$ cat src/rtl/uart_stat_pkg.sv
package uart_stat_pkg;

    localparam int WORD_W = 32;

    localparam int B_DR    = 0;
    localparam int B_OE    = 1;
    localparam int B_PE    = 2;
    localparam int B_FE    = 3;
    localparam int B_BI    = 4;
    localparam int B_THRE  = 5;
    localparam int B_TEMT  = 6;
    localparam int B_TFI   = 7;
    localparam int B_ASTKY = 8;
    localparam int B_ADDR  = 9;
    localparam int B_RO    = 10;
    localparam int B_CTS   = 16;
    localparam int B_SCTS  = 17;
    localparam int B_RFCS  = 18;

    // sticky bank ordering
    localparam int N_STICKY = 7;
    localparam int S_OE = 0, S_PE = 1, S_FE = 2, S_BI = 3, S_TFI = 4, S_ASTKY = 5, S_SCTS = 6;

    typedef struct packed {
        logic dr;
        logic thre;
        logic temt;
        logic ro;
    } live_t;

    typedef struct packed {
        logic [N_STICKY-1:0] sticky;
        logic                addr;
        live_t               live;
        logic                cts;
        logic                rfcs;
    } status_t;

    localparam live_t LIVE_RESET = '{dr: 1'b0, thre: 1'b1, temt: 1'b1, ro: 1'b0};

    function automatic logic [WORD_W-1:0] pack_status(input status_t s);
        logic [WORD_W-1:0] w;
        w          = '0;
        w[B_DR]    = s.live.dr;
        w[B_OE]    = s.sticky[S_OE];
        w[B_PE]    = s.sticky[S_PE];
        w[B_FE]    = s.sticky[S_FE];
        w[B_BI]    = s.sticky[S_BI];
        w[B_THRE]  = s.live.thre;
        w[B_TEMT]  = s.live.temt;
        w[B_TFI]   = s.sticky[S_TFI];
        w[B_ASTKY] = s.sticky[S_ASTKY];
        w[B_ADDR]  = s.addr;
        w[B_RO]    = s.live.ro;
        w[B_CTS]   = s.cts;
        w[B_SCTS]  = s.sticky[S_SCTS];
        w[B_RFCS]  = s.rfcs;
        return w;
    endfunction

    function automatic logic [N_STICKY-1:0] sticky_clear_mask(input logic [WORD_W-1:0] d);
        logic [N_STICKY-1:0] m;
        m[S_OE]    = d[B_OE];
        m[S_PE]    = d[B_PE];
        m[S_FE]    = d[B_FE];
        m[S_BI]    = d[B_BI];
        m[S_TFI]   = d[B_TFI];
        m[S_ASTKY] = d[B_ASTKY];
        m[S_SCTS]  = d[B_SCTS];
        return m;
    endfunction

endpackage

$ cat src/rtl/uart_stat_sync.sv
module uart_stat_sync #(
    parameter int STAGES = 2
) (
    input  logic clk,
    input  logic rst,
    input  logic async_in,
    output logic level,
    output logic changed
);
    logic [STAGES-1:0] chain;
    logic              prev;

    generate
        for (genvar i = 0; i < STAGES; i++) begin : g_stage
            if (i == 0) begin : g_first
                always_ff @(posedge clk) begin
                    if (rst) chain[0] <= 1'b0;
                    else     chain[0] <= async_in;
                end
            end else begin : g_next
                always_ff @(posedge clk) begin
                    if (rst) chain[i] <= 1'b0;
                    else     chain[i] <= chain[i-1];
                end
            end
        end
    endgenerate

    always_ff @(posedge clk) begin
        if (rst) prev <= 1'b0;
        else     prev <= chain[STAGES-1];
    end

    assign level   = chain[STAGES-1];
    assign changed = chain[STAGES-1] ^ prev;
endmodule

$ cat src/rtl/uart_stat_sticky.sv
module uart_stat_sticky #(
    parameter int N = 7
) (
    input  logic         clk,
    input  logic         rst,
    input  logic [N-1:0] set_vec,
    input  logic [N-1:0] clr_vec,
    output logic [N-1:0] q
);
    generate
        for (genvar i = 0; i < N; i++) begin : g_bit
            always_ff @(posedge clk) begin
                if (rst)             q[i] <= 1'b0;
                else if (set_vec[i]) q[i] <= 1'b1;   // hardware event beats clear
                else if (clr_vec[i]) q[i] <= 1'b0;
            end
        end
    endgenerate
endmodule

$ cat src/rtl/uart_stat_level.sv
module uart_stat_level #(
    parameter int CNT_W  = 4,
    parameter int THR_LO = 4,
    parameter int THR_HI = 7
) (
    input  logic [CNT_W-1:0] count,
    input  logic             sel_hi,
    output logic             at_or_above
);
    localparam logic [CNT_W-1:0] LIM_LO = CNT_W'(THR_LO);
    localparam logic [CNT_W-1:0] LIM_HI = CNT_W'(THR_HI);

    always_comb begin
        at_or_above = (count >= (sel_hi ? LIM_HI : LIM_LO));
    end
endmodule

$ cat src/rtl/uart_line_status.sv
module uart_line_status
    import uart_stat_pkg::*;
#(
    parameter int CNT_W       = 4,
    parameter int THR_LO      = 4,
    parameter int THR_HI      = 7,
    parameter int SYNC_STAGES = 2
) (
    input  logic              clk,
    input  logic              rst,
    input  logic              rd_en,
    output logic [WORD_W-1:0] rd_data,
    input  logic              wr_en,
    input  logic [WORD_W-1:0] wr_data,
    input  logic              rx_data_ready,
    input  logic              rx_busy,
    input  logic              tx_hold_empty,
    input  logic              tx_shift_empty,
    input  logic              tx_done,
    input  logic              ev_overrun,
    input  logic              ev_parity,
    input  logic              ev_framing,
    input  logic              ev_break,
    input  logic              rx_word_done,
    input  logic              rx_word_is_addr,
    input  logic              cts_pin,
    input  logic [CNT_W-1:0]  rx_fifo_count,
    input  logic              thresh_sel,
    input  logic              fill_irq_en,
    output logic              fill_irq
);
    status_t             st;
    live_t               live_q;
    logic                addr_q;
    logic                cts_lvl, cts_chg;
    logic                rfcs;
    logic [N_STICKY-1:0] set_vec, clr_vec, sticky_q;
    logic [WORD_W-1:0]   stat_word;
    logic                addr_word, data_word;
    logic                unused_wr_bits;

    assign unused_wr_bits = ^wr_data;
    assign addr_word = rx_word_done &  rx_word_is_addr;
    assign data_word = rx_word_done & ~rx_word_is_addr;

    uart_stat_sync #(.STAGES(SYNC_STAGES)) u_cts (
        .clk      (clk),
        .rst      (rst),
        .async_in (cts_pin),
        .level    (cts_lvl),
        .changed  (cts_chg)
    );

    always_comb begin
        set_vec          = '0;
        set_vec[S_OE]    = ev_overrun;
        set_vec[S_PE]    = ev_parity;
        set_vec[S_FE]    = ev_framing;
        set_vec[S_BI]    = ev_break;
        set_vec[S_TFI]   = tx_done;
        set_vec[S_ASTKY] = addr_word;
        set_vec[S_SCTS]  = cts_chg;
        clr_vec          = wr_en ? sticky_clear_mask(wr_data) : '0;
    end

    uart_stat_sticky #(.N(N_STICKY)) u_sticky (
        .clk     (clk),
        .rst     (rst),
        .set_vec (set_vec),
        .clr_vec (clr_vec),
        .q       (sticky_q)
    );

    uart_stat_level #(.CNT_W(CNT_W), .THR_LO(THR_LO), .THR_HI(THR_HI)) u_level (
        .count       (rx_fifo_count),
        .sel_hi      (thresh_sel),
        .at_or_above (rfcs)
    );

    // live mirrors, one register stage
    always_ff @(posedge clk) begin
        if (rst) begin
            live_q <= LIVE_RESET;
        end else begin
            live_q.dr   <= rx_data_ready;
            live_q.thre <= tx_hold_empty;
            live_q.temt <= tx_hold_empty & tx_shift_empty;
            live_q.ro   <= rx_busy;
        end
    end

    // address status: set by address word or W1S, cleared by data word
    always_ff @(posedge clk) begin
        if (rst)                               addr_q <= 1'b0;
        else if (addr_word)                    addr_q <= 1'b1;
        else if (wr_en && wr_data[B_ADDR])     addr_q <= 1'b1;
        else if (data_word)                    addr_q <= 1'b0;
    end

    always_comb begin
        st.sticky = sticky_q;
        st.addr   = addr_q;
        st.live   = live_q;
        st.cts    = cts_lvl;
        st.rfcs   = rfcs;
        stat_word = pack_status(st);
    end

    assign rd_data  = rd_en ? stat_word : '0;
    assign fill_irq = rfcs & fill_irq_en;

endmodule

$ cat config.mk
export PLATFORM = sky130hd
export DESIGN_NAME = uart_line_status
export DESIGN_NICKNAME = d
export VERILOG_FILES = /design/src/rtl/uart_stat_pkg.sv /design/src/rtl/uart_stat_sync.sv /design/src/rtl/uart_stat_sticky.sv /design/src/rtl/uart_stat_level.sv /design/src/rtl/uart_line_status.sv
export SDC_FILE = /design/constraint.sdc
export NUM_CORES = 1
export LEC_CHECK = 0
export ABC_CLOCK_PERIOD_IN_PS = 1500
export BUFFER_PORTS_ARGS = -buffer_cell sky130_fd_sc_hd__buf_2
export CAP_MARGIN = 30
export CELL_PAD_IN_SITES_DETAIL_PLACEMENT = 1
export CELL_PAD_IN_SITES_GLOBAL_PLACEMENT = 2
export CORE_UTILIZATION = 16
export DETAILED_ROUTE_END_ITERATION = 6
export PLACE_DENSITY = 0.93
export SLEW_MARGIN = 0
export SYNTH_ARGS = -nofsm -noshare
export SYNTH_HDL_FRONTEND = slang
export SYNTH_SLANG_ARGS = --single-unit
$ cat constraint.sdc
create_clock -name clk -period 1.5 [get_ports clk]
set_input_delay 0.15 -clock clk [delete_from_list [all_inputs] [get_ports clk]]
set_output_delay 0.15 -clock clk [all_outputs]
set_load 0.01 [all_outputs]
# [Yosys cells after proc, flatten, opt, wreduce, memory -nomap -nowiden]
# Index checks and enable logic that the tools add are counted.
[op_classes] multipliers=0 shifts=0 n_lt_le_gt_ge=1 add_sub_neg=0 n_bitwise=6 reduce_logical=9 n_div=0 muxes=20 n_eq_ne=0
[ops] op="19-bit 2-to-1 mux" n=1
[ops] op="1-bit 2-to-1 mux" n=17
[ops] op="2-bit nonzero test" n=7
[ops] op="7-bit 2-to-1 mux" n=1
[ops] op="1-bit bitwise AND" n=4
[ops] op="4-bit >= comparator" n=1
[ops] op="3-bit nonzero test" n=1
[ops] op="2-bit 2-to-1 mux" n=1
[ops] op="1-bit logical AND" n=1
[ops] op="1-bit NOT" n=1
[ops] op="1-bit XOR" n=1
[totals] ff_bits=15 latchBits=0 elab_cells=51 n_memories=0 mem_bits_ro=0 out_inout_bits=33 ramBits=0

# [Longest topological paths before layout]
[depth] ltp_word=5 mapped_depth=5 ltp_nobuf=5

# [Modules after synthesis]
# Synthesis repeated with hierarchy kept, for this count alone.
[unflattened] hier_cells=98 area_unflattened_um2=900.9
[modules_own_cells] mod="uart_line_status" instances=1 seq_area_each_um2=100.1 area_per_inst_um2=462.9 cells_per_inst=55
[modules_own_cells] mod="uart_stat_sticky" instances=1 seq_area_each_um2=140.1 area_per_inst_um2=297.8 cells_per_inst=28
[modules_own_cells] mod="uart_stat_sync" instances=1 seq_area_each_um2=60.1 area_per_inst_um2=87.6 cells_per_inst=7
[modules_own_cells] mod="uart_stat_level" instances=1 seq_area_each_um2=0.0 area_per_inst_um2=52.6 cells_per_inst=8

# [Worst setup path before layout]
# OpenSTA, ideal clock, no wires.
[synth_path] path_kind="input-to-output" from="input port rx_fifo_count[0]" to="output port fill_irq" path_slack_ns=0.556 arrival_ns=0.794 required_ns=1.350 n_path_buf=0 path_stages=5 path_cell_list="inv_1 ha_1 nor2b_1 o21ai_1 and2_1"
[synth_between] elab_chain_len=2
[synth_lines] item="from (decl)" line="uart_line_status.sv:27" source="input logic [CNT_W-1:0] rx_fifo_count,"
[synth_lines] item="4-bit >= comparator" line="uart_stat_level.sv:14" source="at_or_above = (count >= (sel_hi ? LIM_HI : LIM_LO));"
[synth_lines] item="1-bit bitwise AND" line="uart_line_status.sv:110" source="assign fill_irq = rfcs & fill_irq_en;"
[synth_lines] item="to (decl)" line="uart_line_status.sv:30" source="output logic fill_irq"
# Every way passes these cells.

# [Worst setup path after layout]
# Same ends and word-level chain as after synthesis.

==> qor.yml <==
fin_nets: 194
critical_path_depth: 7
cts-resized-gates: 0
antenna_found_initial: 0
path_clk_slew_ns: 0.06
setup_viol: 0
hold_buffers: 0
syn_area_um2: 788
dr.pass1.iters: 2
avgSynthCellArea_um2: 8.48
fin_area_um2: 1040
antenna_left: 0
finalHoldViolations: 0
diodes: 0
slew_violations: 0
path_max_fanout: 2
first_global_vias: 594
switchingPower_mw: 0.233
ys.warnings.count: 0
gp_congestion: 0.584
cp_num_buf_inv: 3
vias_per_cell: 3.35
arrival_ns: 1.02
p_comb_share_pct: 17.0
ys_ff_latch: 15
crit_chain: "buf_2 > inv_1 > ha_1 > nor2b_1 > o21ai_1 > and2_1 > buf_2"
r2r_cells: 3
synthTopCellsByArea: "dfxtp_1 (38%), buf_4 (17%), and2_1 (12%)"
intPower_mw: 0.679
root_buffer: "clkbuf_8"
grt_overflow_total: 0
via_count: 683
rsz0062_at_grt: "false"
yosys.area.top_type_share_pct: 38.1
wl_per_cell_um: 8.33
final.period_utilization_pct: 77.8
grt_pass1_wl_um: 2640
p_leak_nw: 0.560
netSwitchingFraction_pct: 25.6
startpoint_type: "input port"
io_buffer_count: 44
fin_tns_setup_ns: 0
hpwl_um: 1380
cp_top_family: "adder cells"
fp.dieW_um: 72.2
hold_class: "in2reg"
cts_sinks: 15
path_class: "in2out"
layout_min_cycle_time_ns: 1.17
postLayoutSetupSlackWorst_ns: 0.332
max_freq_mhz: 856
totalWireLength_um: 1700
area_growth_pct: 31.9
syn_inst: 93
cts_tree: "done"
clock_latency_ns: 0.25
status: "complete, no violations"
min_path_cells: 2
clock_skew_ns: 0.00663
coreArea_um2: 4720
ios: 87
h-tree-depth: 1
cp-end-kind: "output pin"
start_util_pct: 16.7
p_clk_share_pct: 35.7
grt_max_degree: 16
seq_area_frac_synth_pct: 38.1
drcViolationCount: 0
die_area_um2: 5210
place_area_um2: 993
totalPowerFinal_mw: 0.912
numCtsBuffers: 3
yosys.cell_types.count: 19
cap_violations: 0
seq_power_share_pct: 47.3
die_h_um: 72.2
synth_area_leader_cell: "dfxtp_1"
grtUsageTotal_pct: 6.77
fill_cells: 583
p_per_area_nw_per_um2: 877
placementRows: 25
dp_slack_ns: 0.309
crit_top_cell: "buf_2"
drive_gt1_share_pct: 39.4
cp_slowest_stage_delay_ns: 0.27
cts_setup_buffers: 0
cts_buffer_depth: 2
reg2reg_slack_ns: 0.74
required_ns: 1.35
ir_drop_v: 0.000298
cp_slowest_cell: "ha_1"
drtIter0Drc: 12
worst paths after layout:
check,start,end
setup reg to reg,u_cts.level,u_sticky.q[6]
hold / removal,tx_hold_empty,live_q[2]
hold reg to reg,u_cts.chain[0],u_cts.level
setup / recovery,rx_fifo_count[0],fill_irq
power by group through the flow:
| stage | Clock (mW) | Sequential [mW] | Combinational [mW] |
|---|---|---|---|
| floorplan | 0 | 0.438 | 0.129 |
| global placement | 0 | 0.439 | 0.156 |
| detailed placement | 0 | 0.440 | 0.159 |
| CTS | 0.347 | 0.431 | 0.159 |
| global route | 0.366 | 0.434 | 0.178 |
| finish | 0.325 | 0.431 | 0.155 |
state kept, by name, summed over array words and instances (netlist names):
signal	count
u_sticky.q	7
live_q	4
addr_q	1
u_cts.chain	1
u_cts.level	1
u_cts.prev	1
cell usage after synthesis, drive strengths merged:
cell / number
nor2b: 1
inv: 2
a21oi: 8
buf: 20
a31oi: 1
clkbuf: 1
or2: 1
nand2: 11
o21ai: 1
xor2: 1
dfxtp: 15
and2b: 5
and2: 15
a21o: 1
nor2: 6
ha: 2
nand2b: 1
conb: 1
worst register-to-register path, cell delays in order (launching register included):
cell and delay [ns]:
dfxtp_1 0.33, xor2_1 0.14, a21oi_1 0.11, nor2_1 0.05
area by class of cell:
cell class	count	area [um2]	area share (%)
timing repair buffer	44	220	21.2
clock buffer	3	41.3	3.97
tap	67	83.8	8.06
clock inverter	1	5.00	0.481
sequential	15	300	28.9
inverter	2	7.51	0.722
multi-input combinational	72	382	36.7
stage by stage:
step / hold WS (ns) / util [%] / cells
after floorplan: 0.250 / - / 110
after global placement: 0.353 / 21.0 / 200
after detailed placement: 0.356 / 21.0 / 200
after CTS: 0.102 / 22.0 / 204
after global routing: 0.109 / 22.0 / 204
final: 0.104 / 22.0 / 204
logic make-up (layout without fill, tap and decap cells):
| group | Yosys count | after routing | synth area share (%) |
|---|---|---|---|
| DFF | 15 | 15 | 38.1 |
| adders and majority gates | 2 | 2 | 3.17 |
| other | 1 | 18 | 0.476 |
| buffers and inverters | 23 | 50 | 21.6 |
| AOI/OAI and AO/OA | 11 | 11 | 7.62 |
| and+or+nand+nor | 40 | 40 | 27.9 |
| xor gates and xnor gates | 1 | 1 | 1.11 |
layer usage:
metal	GRT usage, %	up-vias	share of wire (%)	routed length (um)
met4	3.27	0	1.7	29
met2	12.1	31	51	866
met5	0	-	0	0
li1	-	338	-	-
met3	1.81	2	7.9	134
met1	7.33	312	39	669
cell usage in the layout (no fill, tap or decap):
| cell | count |
|---|---|
| dfxtp_1 | 15 |
| or2_1 | 1 |
| nand2b_1 | 1 |
| and2_1 | 15 |
| nor2b_1 | 1 |
| a21oi_1 | 8 |
| inv_1 | 2 |
| xor2_1 | 1 |
| buf_2 | 44 |
| clkbuf_8 | 3 |
| and2b_2 | 5 |
| o21ai_1 | 1 |
| a21o_2 | 1 |
| ha_1 | 2 |
| conb_1 | 18 |
| clkinv_2 | 1 |
| a31oi_1 | 1 |
| nor2_1 | 6 |
| nand2_1 | 11 |
Power figures use the tool's default switching activity.
